### src/rtl/clkpost_pkg.sv
`timescale 1ns/1ps
package clkpost_pkg;

    // States of the tap switch controller
    typedef enum logic [0:0] {
        SW_RUN  = 1'b0,
        SW_PEND = 1'b1
    } sw_state_e;

endpackage

### src/rtl/clkpost_divider.sv
`timescale 1ns/1ps
module clkpost_divider #(
    parameter int DIV_W    = 8,
    parameter int TOP_CODE = 7
) (
    input  logic                clk,
    input  logic                rst_n,
    output logic [TOP_CODE-1:0] taps_o
);

    logic [DIV_W-1:0] cnt;

    always_ff @(posedge clk or negedge rst_n) begin
        if (!rst_n) begin
            cnt <= '0;
        end else begin
            cnt <= cnt + DIV_W'(1);
        end
    end

    // Tap 0 is the deepest stage; tap t (t >= 1) divides by 2^(TOP_CODE - t)
    for (genvar t = 0; t < TOP_CODE; t++) begin : g_map
        if (t == 0) begin : g_deep
            assign taps_o[t] = cnt[DIV_W-1];
        end else begin : g_mid
            assign taps_o[t] = cnt[TOP_CODE-1-t];
        end
    end


    deep_rise_chk: assert property (@(posedge clk) disable iff (!rst_n)
        $rose(taps_o[0]) |-> ($past(cnt[DIV_W-2:0]) == {(DIV_W-1){1'b1}}));

endmodule

### src/rtl/clkpost_sync.sv
`timescale 1ns/1ps
module clkpost_sync #(
    parameter int STAGES = 2
) (
    input  logic clk,
    input  logic rst_n,
    input  logic d_i,
    output logic q_o
);

    logic [STAGES-1:0] pipe;

    always_ff @(posedge clk or negedge rst_n) begin
        if (!rst_n) begin
            pipe <= '0;
        end else begin
            pipe <= {pipe[STAGES-2:0], d_i};
        end
    end

    assign q_o = pipe[STAGES-1];


    sync_order_chk: assert property (@(posedge clk) disable iff (!rst_n)
        (q_o != $past(q_o)) |-> (q_o == $past(pipe[STAGES-2])));

endmodule

### src/rtl/clkpost_tapsel.sv
`timescale 1ns/1ps
module clkpost_tapsel
    import clkpost_pkg::*;
#(
    parameter int FSEL_W     = 3,
    parameter int RESET_CODE = 6
) (
    input  logic                     clk_fast,
    input  logic                     rst_n,
    input  logic [(1<<FSEL_W)-2:0]   taps_i,
    input  logic                     slow_i,
    input  logic [FSEL_W-1:0]        freq_i,
    input  logic                     src_i,
    output logic                     clk_o
);

    localparam int TOP_CODE = (1 << FSEL_W) - 1;
    localparam int SLOW_IDX = TOP_CODE + 1;
    localparam int IDX_W    = $clog2(SLOW_IDX + 1);
    localparam int NTAP     = 1 << IDX_W;

    // Tap levels as seen on a falling fast edge; the undivided tap is low there
    logic [NTAP-1:0] tap_lvl;

    for (genvar t = 0; t < NTAP; t++) begin : g_tap
        if (t < TOP_CODE) begin : g_div
            assign tap_lvl[t] = taps_i[t];
        end else if (t == SLOW_IDX) begin : g_slow
            assign tap_lvl[t] = slow_i;
        end else begin : g_zero
            assign tap_lvl[t] = 1'b0;
        end
    end

    logic [IDX_W-1:0] req_idx;
    logic [IDX_W-1:0] cur_idx;
    logic [IDX_W-1:0] cur_nx;
    logic             both_low;
    sw_state_e        state;
    sw_state_e        state_nx;

    always_comb begin
        if (freq_i == '0) begin
            req_idx = src_i ? IDX_W'(0) : IDX_W'(SLOW_IDX);
        end else begin
            req_idx = IDX_W'(freq_i);
        end
    end

    assign both_low = !tap_lvl[cur_idx] && !tap_lvl[req_idx];

    // State register: falling edge, when every tap is steady
    always_ff @(negedge clk_fast or negedge rst_n) begin
        if (!rst_n) begin
            state   <= SW_RUN;
            cur_idx <= IDX_W'(RESET_CODE);
        end else begin
            state   <= state_nx;
            cur_idx <= cur_nx;
        end
    end

    // Next state and tap choice
    always_comb begin
        state_nx = state;
        cur_nx   = cur_idx;
        unique case (state)
            SW_RUN: begin
                if (req_idx != cur_idx) begin
                    if (both_low) begin
                        cur_nx = req_idx;
                    end else begin
                        state_nx = SW_PEND;
                    end
                end
            end
            SW_PEND: begin
                if (req_idx == cur_idx) begin
                    state_nx = SW_RUN;
                end else if (both_low) begin
                    cur_nx   = req_idx;
                    state_nx = SW_RUN;
                end
            end
            default: state_nx = SW_RUN;
        endcase
    end

    // Output mux
    always_comb begin
        if (cur_idx == IDX_W'(TOP_CODE)) begin
            clk_o = clk_fast;
        end else begin
            clk_o = tap_lvl[cur_idx];
        end
    end


    sw_on_low_chk: assert property (@(negedge clk_fast) disable iff (!rst_n)
        (cur_idx != $past(cur_idx)) |-> $past(both_low));


    first_chance_chk: assert property (@(negedge clk_fast) disable iff (!rst_n)
        ($past(both_low) && ($past(req_idx) != $past(cur_idx)))
        |-> (cur_idx == $past(req_idx)));


    idx_range_chk: assert property (@(negedge clk_fast) disable iff (!rst_n)
        cur_idx <= IDX_W'(SLOW_IDX));


    pend_hold_chk: assert property (@(negedge clk_fast) disable iff (!rst_n)
        (state == SW_PEND) |-> (cur_idx == $past(cur_idx)));

endmodule

### src/rtl/clkpost.sv
`timescale 1ns/1ps
module clkpost #(
    parameter int FSEL_W      = 3,
    parameter int DIV_W       = 8,
    parameter int SYNC_STAGES = 2,
    parameter int RESET_CODE  = 6
) (
    input  logic              clk_fast,
    input  logic              clk_slow,
    input  logic              rst_n,
    input  logic              cfg_we,
    input  logic [FSEL_W-1:0] cfg_freq,
    input  logic              cfg_src,
    output logic              clk_out,
    output logic              clk_wdt
);

    localparam int TOP_CODE = (1 << FSEL_W) - 1;

    logic [FSEL_W-1:0]   freq_q;
    logic                src_q;
    logic [TOP_CODE-1:0] taps;
    logic                slow_s;

    // Configuration register
    always_ff @(posedge clk_fast or negedge rst_n) begin
        if (!rst_n) begin
            freq_q <= FSEL_W'(RESET_CODE);
            src_q  <= 1'b0;
        end else if (cfg_we) begin
            freq_q <= cfg_freq;
            src_q  <= cfg_src;
        end
    end

    clkpost_divider #(
        .DIV_W    (DIV_W),
        .TOP_CODE (TOP_CODE)
    ) u_div (
        .clk    (clk_fast),
        .rst_n  (rst_n),
        .taps_o (taps)
    );

    clkpost_sync #(
        .STAGES (SYNC_STAGES)
    ) u_sync (
        .clk   (clk_fast),
        .rst_n (rst_n),
        .d_i   (clk_slow),
        .q_o   (slow_s)
    );

    clkpost_tapsel #(
        .FSEL_W     (FSEL_W),
        .RESET_CODE (RESET_CODE)
    ) u_sel (
        .clk_fast (clk_fast),
        .rst_n    (rst_n),
        .taps_i   (taps),
        .slow_i   (slow_s),
        .freq_i   (freq_q),
        .src_i    (src_q),
        .clk_o    (clk_out)
    );

    // Watchdog and monitor clock is the RC clock
    assign clk_wdt = clk_slow;


    rst_default_chk: assert property (@(posedge clk_fast) disable iff (!rst_n)
        $rose(rst_n) |-> ((freq_q == FSEL_W'(RESET_CODE)) && !src_q));

endmodule

### config.mk
export PLATFORM = sky130hd
export DESIGN_NAME = clkpost
export DESIGN_NICKNAME = d
export VERILOG_FILES = /design/src/rtl/clkpost_pkg.sv /design/src/rtl/clkpost_divider.sv /design/src/rtl/clkpost_sync.sv /design/src/rtl/clkpost_tapsel.sv /design/src/rtl/clkpost.sv
export SDC_FILE = /design/constraint.sdc
export NUM_CORES = 1
export LEC_CHECK = 0
export CAP_MARGIN = 20
export CORE_MARGIN = 5
export CORE_UTILIZATION = 53
export DETAILED_ROUTE_END_ITERATION = 8
export HOLD_SLACK_MARGIN = 0.03
export MAX_ROUTING_LAYER = met4
export PLACE_DENSITY = 0.75
export SYNTH_ARGS = -nofsm -noshare
export SYNTH_HDL_FRONTEND = slang
export SYNTH_SLANG_ARGS = --single-unit
### constraint.sdc
create_clock -name clk_fast -period 2.7 [get_ports clk_fast]
set_clock_uncertainty 0.15 [all_clocks]
set_input_delay 0.27 -clock clk_fast [delete_from_list [all_inputs] [get_ports clk_fast]]
set_output_delay 0.27 -clock clk_fast [all_outputs]
set_load 0.02 [all_outputs]
==> results of run 1 <==
[per-stage QoR]
stage                     hold WS (ns)  total power (W)  worst slack (ns)  setup TNS (ns)  cells
final                            0.162          0.00132            -0.822           -3.31    149
after global placement           0.184         0.000813            -0.719           -3.13    131
after detailed placement         0.186         0.000825            -0.736           -3.18    131
after global routing             0.161          0.00139            -0.894           -3.54    149
after CTS                        0.157          0.00123            -0.766           -3.08    146
after floorplan                 -0.176         0.000639            -0.684           -2.87     80
[worst max-delay path, delay by kind of cell, from the launching register on]
kind / cells / cell delay [ns]
compound gates: 1 / 0.18
buf+inv: 2 / 0.32
flops: 1 / 0.54
simple gates: 2 / 0.31
[area by class of cell]
cell class	instances	area, um^2
clock inverter	3	12.5
tap	25	31.3
inverter	2	7.51
timing repair buffer	39	342
sequential	18	455
clock buffer	7	56.3
fill	82	294
multi-input combinational	55	509
[power by group through the flow]
stage                     Sequential [W]  Combinational (W)  Clock (W)
after CTS                       0.000373           0.000552   0.000308
after global routing            0.000383           0.000681   0.000321
after global placement          0.000363           0.000375  0.0000757
after floorplan                 0.000358           0.000240  0.0000415
after detailed placement        0.000368           0.000381  0.0000757
final                           0.000377           0.000644   0.000298
[logic make-up (layout without fill, tap and decap cells)]
| family | after synthesis | count (layout) | synth area share |
|---|---|---|---|
| AO/OA/AOI/OAI | 5 | 5 | 0.0400 |
| XOR/XNOR | 10 | 10 | 0.0932 |
| adder cells (fa/ha/maj) | 1 | 1 | 0.0133 |
| buffers and inverters | 7 | 51 | 0.0493 |
| flip-flops | 18 | 18 | 0.485 |
| multiplexers | 13 | 13 | 0.153 |
| AND/OR/NAND/NOR | 26 | 26 | 0.166 |
[flip-flops by register name, summed over array words and instances (netlist names)]
signal and flops:
u_div.cnt 8, u_sync.pipe 2, freq_q 3, u_sel.cur_idx 4, src_q 1
[path summary, 6_finish.rpt]
check	to	slack [ns]	cells past startpoint
max	clk_out	-0.82	5
min	u_sync.pipe[0]$_DFF_PN0_	0.16	1
max reg2reg	u_sel.cur_idx[0]$_DFFE_NN0P_	-0.66	5
min reg2reg	u_sync.pipe[1]$_DFF_PN0_	0.21	0
max in group asynchronous	u_sel.cur_idx[1]$_DFFE_NN1P_	0.22	2
min in group asynchronous	u_sync.pipe[0]$_DFF_PN0_	0.56	2
[cells in the mapped netlist (all sizes together)]
cell	count	area share
or3	1	0.0067
a31oi	1	0.0067
mux2i	5	0.053
nand2	7	0.028
dfrtn	2	0.053
and4	1	0.0093
nor4	1	0.013
ha	1	0.013
nor2	3	0.012
nand3	4	0.027
dfstp	4	0.11
nand4	5	0.040
dfrtp	12	0.32
nor2b	2	0.013
a221oi	1	0.0093
o221ai	1	0.0093
xnor2	8	0.075
o21ai	2	0.015
xor2	2	0.019
and4b	1	0.011
inv	3	0.012
buf	4	0.037
nand2b	1	0.0067
mux2	8	0.10
[layer usage]
metal	global-route usage	vias to the layer above	share of wire
li1	-	371	-
met5	-	-	0
met2	0.297	25	0.50
met4	0.157	0	0.022
met3	0.0602	6	0.058
met1	0.230	391	0.42
[what timing repair did]
action,4_1_cts,5_1_grt
setup endpoints to repair,9,9
setup buffers,7,5
hold endpoints to repair,2,0
pin swaps,3,3
gates resized for setup,20,7
hold buffers,1,0
==> impl_metrics.yaml, run 1 <==
setup_path:
  crit_arrival_ns: 3.10
  crit_path_start_kind: "flip-flop"
  worstReg2RegStart: "freq_q[1]$_DFFE_PN1P_"
  worstSetupEndpointType: "output pin"
  cp-startpoint: "u_sel.cur_idx[0]$_DFFE_NN0P_"
  setup.worst_path.class: "flip-flop to output pin"
  path_max_fanout: 5
  cp_cell_sequence: "buf_4 > and4b_1 > o21ai_2 > nand2_1 > buf_6"
  cp_slowest_cell: "dfrtn_1"
  cpPeakStageDelay_ns: 0.54
  cp.required_ns: 2.28
place:
  placed_area_mm2: 0.00119
  dp.final_hpwl_mm: 1.47
  gp_congestion: 0.912
  port_buffers: 9
power:
  internal-power_w: 0.000873
  p_leak_nw: 0.665
  clkPwrFrac: 0.226
  netSwitchingFraction: 0.338
  pwr-share-seq: 0.286
  pwr-share-comb: 0.488
  p_sw_w: 0.000446
  power_density_mw_per_mm2: 933
  vdd_ir_drop_max_uv: 615
synth:
  syn_nets: 89
  synth_cell_types: 31
  yosysWarnings: 0
  ys_seq_area_frac: 0.485
  synth.avg_cell_area_um2: 11.7
  ys_seq_elements: 18
  syn_inst: 80
  synth_area_um2: 940
floorplan:
  rows: 15
  fp.dieW_um: 52.1
  die_area_mm2: 0.00271
  die_h_um: 52.1
  initial_core_util: 0.550
  pin_count: 10
  core_area_mm2: 0.00171
detailed_routing:
  drc: 0
  viasPerCell: 5.32
  drtAntennaViolNets: 0
  first_iter_violations: 23
  firstDrtPassIters: 4
  vias: 793
  wirelength_mm: 2.45
  drt-wirelength-per-cell_um: 16.5
finish:
  area_delta_synth_final_pct: 50.5
  final_area_mm2: 0.00141
  layout.nets: 134
  mostFrequentLayoutCells: "buf_4, dfrtp_1, xnor2_1, clkdlybuf4s50_1, buf_6"
  antennaDiodeCount: 0
  postLayoutCoreUtil: 0.828
  drive_gt1_frac: 0.484
  final_common_cell: "buf_4"
global_route:
  grt_pass1_wl_mm: 3.66
  grt.overflow.total: 0
  antenna_found_initial: 0
  grtUsageTotal: 0.202
  grt_max_degree: 11
  grt_pass1_vias: 824
timing:
  finalHoldViolations: 0
  final_max_slew_viol_count: 0
  finalWorstSetupSlack_ns: -0.822
  worst_pin_slew_ns: 0.418
  slew_headroom: 0.720
  setup_violations: 9
  rsz0062_at_grt: "true"
worst_hold_path:
  hold_class: "input port to flip-flop"
  hold_start: "clk_slow"
clock_tree:
  clk-insertion-delay-late_ns: 0.47
  path_clk_slew_ns: 0.10
  cts_tree: "built"
outcome:
  violations: "negative setup slack"
  outcome: "finished with violations"
flow_run:
  max_cap_viol_count: 0
Note: power is estimated with default switching activity, not from simulation.
==> inputs of run 2 (changes only) <==
--- a/config.mk
+++ b/config.mk
@@ -6,12 +6,11 @@
 export NUM_CORES = 1
 export LEC_CHECK = 0
 export CAP_MARGIN = 20
-export CORE_MARGIN = 5
-export CORE_UTILIZATION = 53
+export CORE_UTILIZATION = 32
 export DETAILED_ROUTE_END_ITERATION = 8
 export HOLD_SLACK_MARGIN = 0.03
 export MAX_ROUTING_LAYER = met4
-export PLACE_DENSITY = 0.75
 export SYNTH_ARGS = -nofsm -noshare
 export SYNTH_HDL_FRONTEND = slang
+export SYNTH_HIERARCHICAL = 1
 export SYNTH_SLANG_ARGS = --single-unit
==> run 2 against run 1 <==
  * The flow still finishes with violations (negative setup slack)
  * Worst hold slack got worse by 0.094 ns
  * Synthesized cell count rose by 10%
  * Sequential power rose by 2%
  * Utilization fell by 39 points
  * Critical path type is now flip-flop to flip-flop
  * Critical path depth did not move
  * Highest routed layer unchanged
  * Synthesized area rose by 8.4%
==> impl_metrics.yaml, run 2 <==
outcome:
  outcome: "finished with violations"
  violations: "negative setup slack"
floorplan:
  pin_count: 10
  fp.dieW_um: 58.4
  core_area_mm2: 0.00303
  initial_core_util: 0.336
  die_h_um: 58.4
  die_area_mm2: 0.00341
  rows: 20
synth:
  synth_area_mm2: 0.00102
  synthFlopType: "dfrtp_1"
  synth-edff-count: 0
  synth_commonest_cells: "dfrtp_1, buf_4, xor2_1"
  ys_seq_elements: 18
  syn_nets: 97
  async_flop_share: 1.00
  ys_seq_area_frac: 0.447
  synth_most_common_cell: "dfrtp_1"
  yosys-top-cells-area: "dfrtp_1, dfstp_2, buf_4, mux2_4, xor2_1"
  synth_top_cell_by_area: "dfrtp_1"
  syn_inst: 88
  synth.avg_cell_area_um2: 11.6
  yosysWarnings: 6
  netlist.area_leader.share: 0.295
  synth_cell_types: 38
timing:
  setup_tns_ns: -4.35
  rsz0062_at_grt: "true"
  slew_headroom: 0.764
  final_max_slew_viol_count: 0
  finalWorstSetupSlack_ns: -1.04
  worst_pin_slew_ns: 0.353
  setup_violations: 9
  finalHoldViolations: 0
global_route:
  use_met3: 0.0396
  antenna_found_initial: 0
  grt_pass1_vias: 793
  grtUsageTotal: 0.143
  grt.overflow.total: 0
  grt_use_met2: 0.243
  busiest_layer: "met2"
  grt_max_degree: 13
  grt_pass1_wl_mm: 3.47
  use_met1: 0.154
finish:
  top_regs: "u_div/cnt (8), u_sel/cur_idx (4), freq_q (3)"
  largest_reg_flops: 8
  final_area_mm2: 0.00132
  final_common_cell: "buf_4"
  layout.nets: 123
  area_delta_synth_final_pct: 29.2
  largest-register: "u_div/cnt"
  antennaDiodeCount: 0
  mostFrequentLayoutCells: "buf_4, dfrtp_1, clkdlybuf4s50_1"
  postLayoutCoreUtil: 0.435
  drive_gt1_frac: 0.425
place:
  dp.final_hpwl_mm: 1.50
  placed_area_mm2: 0.00126
  post-place-ws_ns: -1.00
  port_buffers: 9
  gp_congestion: 0.803
setup_path:
  r2r_slack_ns: -1.04
  cp.required_ns: 1.36
  worstSetupEndpointType: "flip-flop"
  setup.worst_path.class: "flip-flop to flip-flop"
  crit_path_start_kind: "flip-flop"
  crit_arrival_ns: 2.40
  path_max_fanout: 5
detailed_routing:
  vias: 722
  wirelength_mm: 1.93
  firstDrtPassIters: 4
  first_iter_violations: 9
  drc: 0
  drtAntennaViolNets: 0
  viasPerCell: 4.60
  drt-wirelength-per-cell_um: 12.3
flow_run:
  max_cap_viol_count: 0
clock_tree:
  root_buffer: "clkbuf_4"
  path_clk_slew_ns: 0.12
  clk-insertion-delay-late_ns: 0.36
  numCtsBuffers: 3
  clock_path_buffers: 2
  h-tree-depth: 1
  cts_tree: "built"
power:
  p_leak_nw: 0.590
  power_density_mw_per_mm2: 812
  vdd_ir_drop_max_uv: 287
worst_hold_path:
  hold_class: "input port to async pin"
[run 2: worst paths after layout]
path	startpoint	end	cells past startpoint
min in group clk_fast	u_sync/pipe[0]$_DFF_PN0_	u_sync/pipe[1]$_DFF_PN0_	0
min reg2reg	u_sync/pipe[0]$_DFF_PN0_	u_sync/pipe[1]$_DFF_PN0_	0
max in group asynchronous	rst_n	u_sel/cur_idx[1]$_DFFE_NN1P_	1
max reg2reg	freq_q[1]$_DFFE_PN1P_	u_sel/cur_idx[0]$_DFFE_NN0P_	5
min	rst_n	u_sync/pipe[1]$_DFF_PN0_	1
max	freq_q[1]$_DFFE_PN1P_	u_sel/cur_idx[0]$_DFFE_NN0P_	5
[run 2: timing repair]
action                     4_1_cts  5_1_grt
setup endpoints to repair        9        9
hold buffers                     0        0
pin swaps                        4        2
buffers inserted                 1        2
resized for setup                8        1
[run 2: power by group]
| group | total (W) | switching (W) | internal [W] |
|---|---|---|---|
| clock | 0.000246 | 0.000143 | 0.000104 |
| combinational | 0.000438 | 0.000176 | 0.000262 |
| sequential | 0.000384 | 0.0000620 | 0.000322 |
[run 2: stage by stage]
step / instances / hold WS, ns / total power [W]
after floorplan: 88 / -0.176 / 0.000722
after global placement: 149 / 0.184 / 0.000853
after detailed placement: 149 / 0.186 / 0.000867
after CTS: 156 / 0.0785 / 0.00106
after global routing: 157 / 0.0870 / 0.00114
final: 157 / 0.0680 / 0.00107
[run 2: worst max-delay path: stages (launching register included)]
cell	delay, ns
dfstp_2	0.61
mux2_4	0.31
mux4_2	0.49
a221oi_2	0.25
o21ai_1	0.12
mux2_4	0.30
[run 2: final cells by class]
class,count,area (um^2)
fill,289,1710
multi-input combinational,55,500
timing repair buffer,30,249
tap,44,55.1
clock inverter,4,15.0
sequential,18,455
clock buffer,4,33.8
inverter,2,7.51
[run 2: logic make-up after synthesis]
group | share of synthesized area
xor gates and xnor gates | 0.0860
AOI/OAI and AO/OA | 0.0663
muxes | 0.178
and+or+nand+nor | 0.117
buffers and inverters | 0.0934
DFF | 0.447
adders and majority gates | 0.0123
[run 2: per-layer routing]
metal,wire length [um],vias up
li1,-,349
met1,860,363
met2,977,6
met3,61,4
met4,34,0
met5,0,-
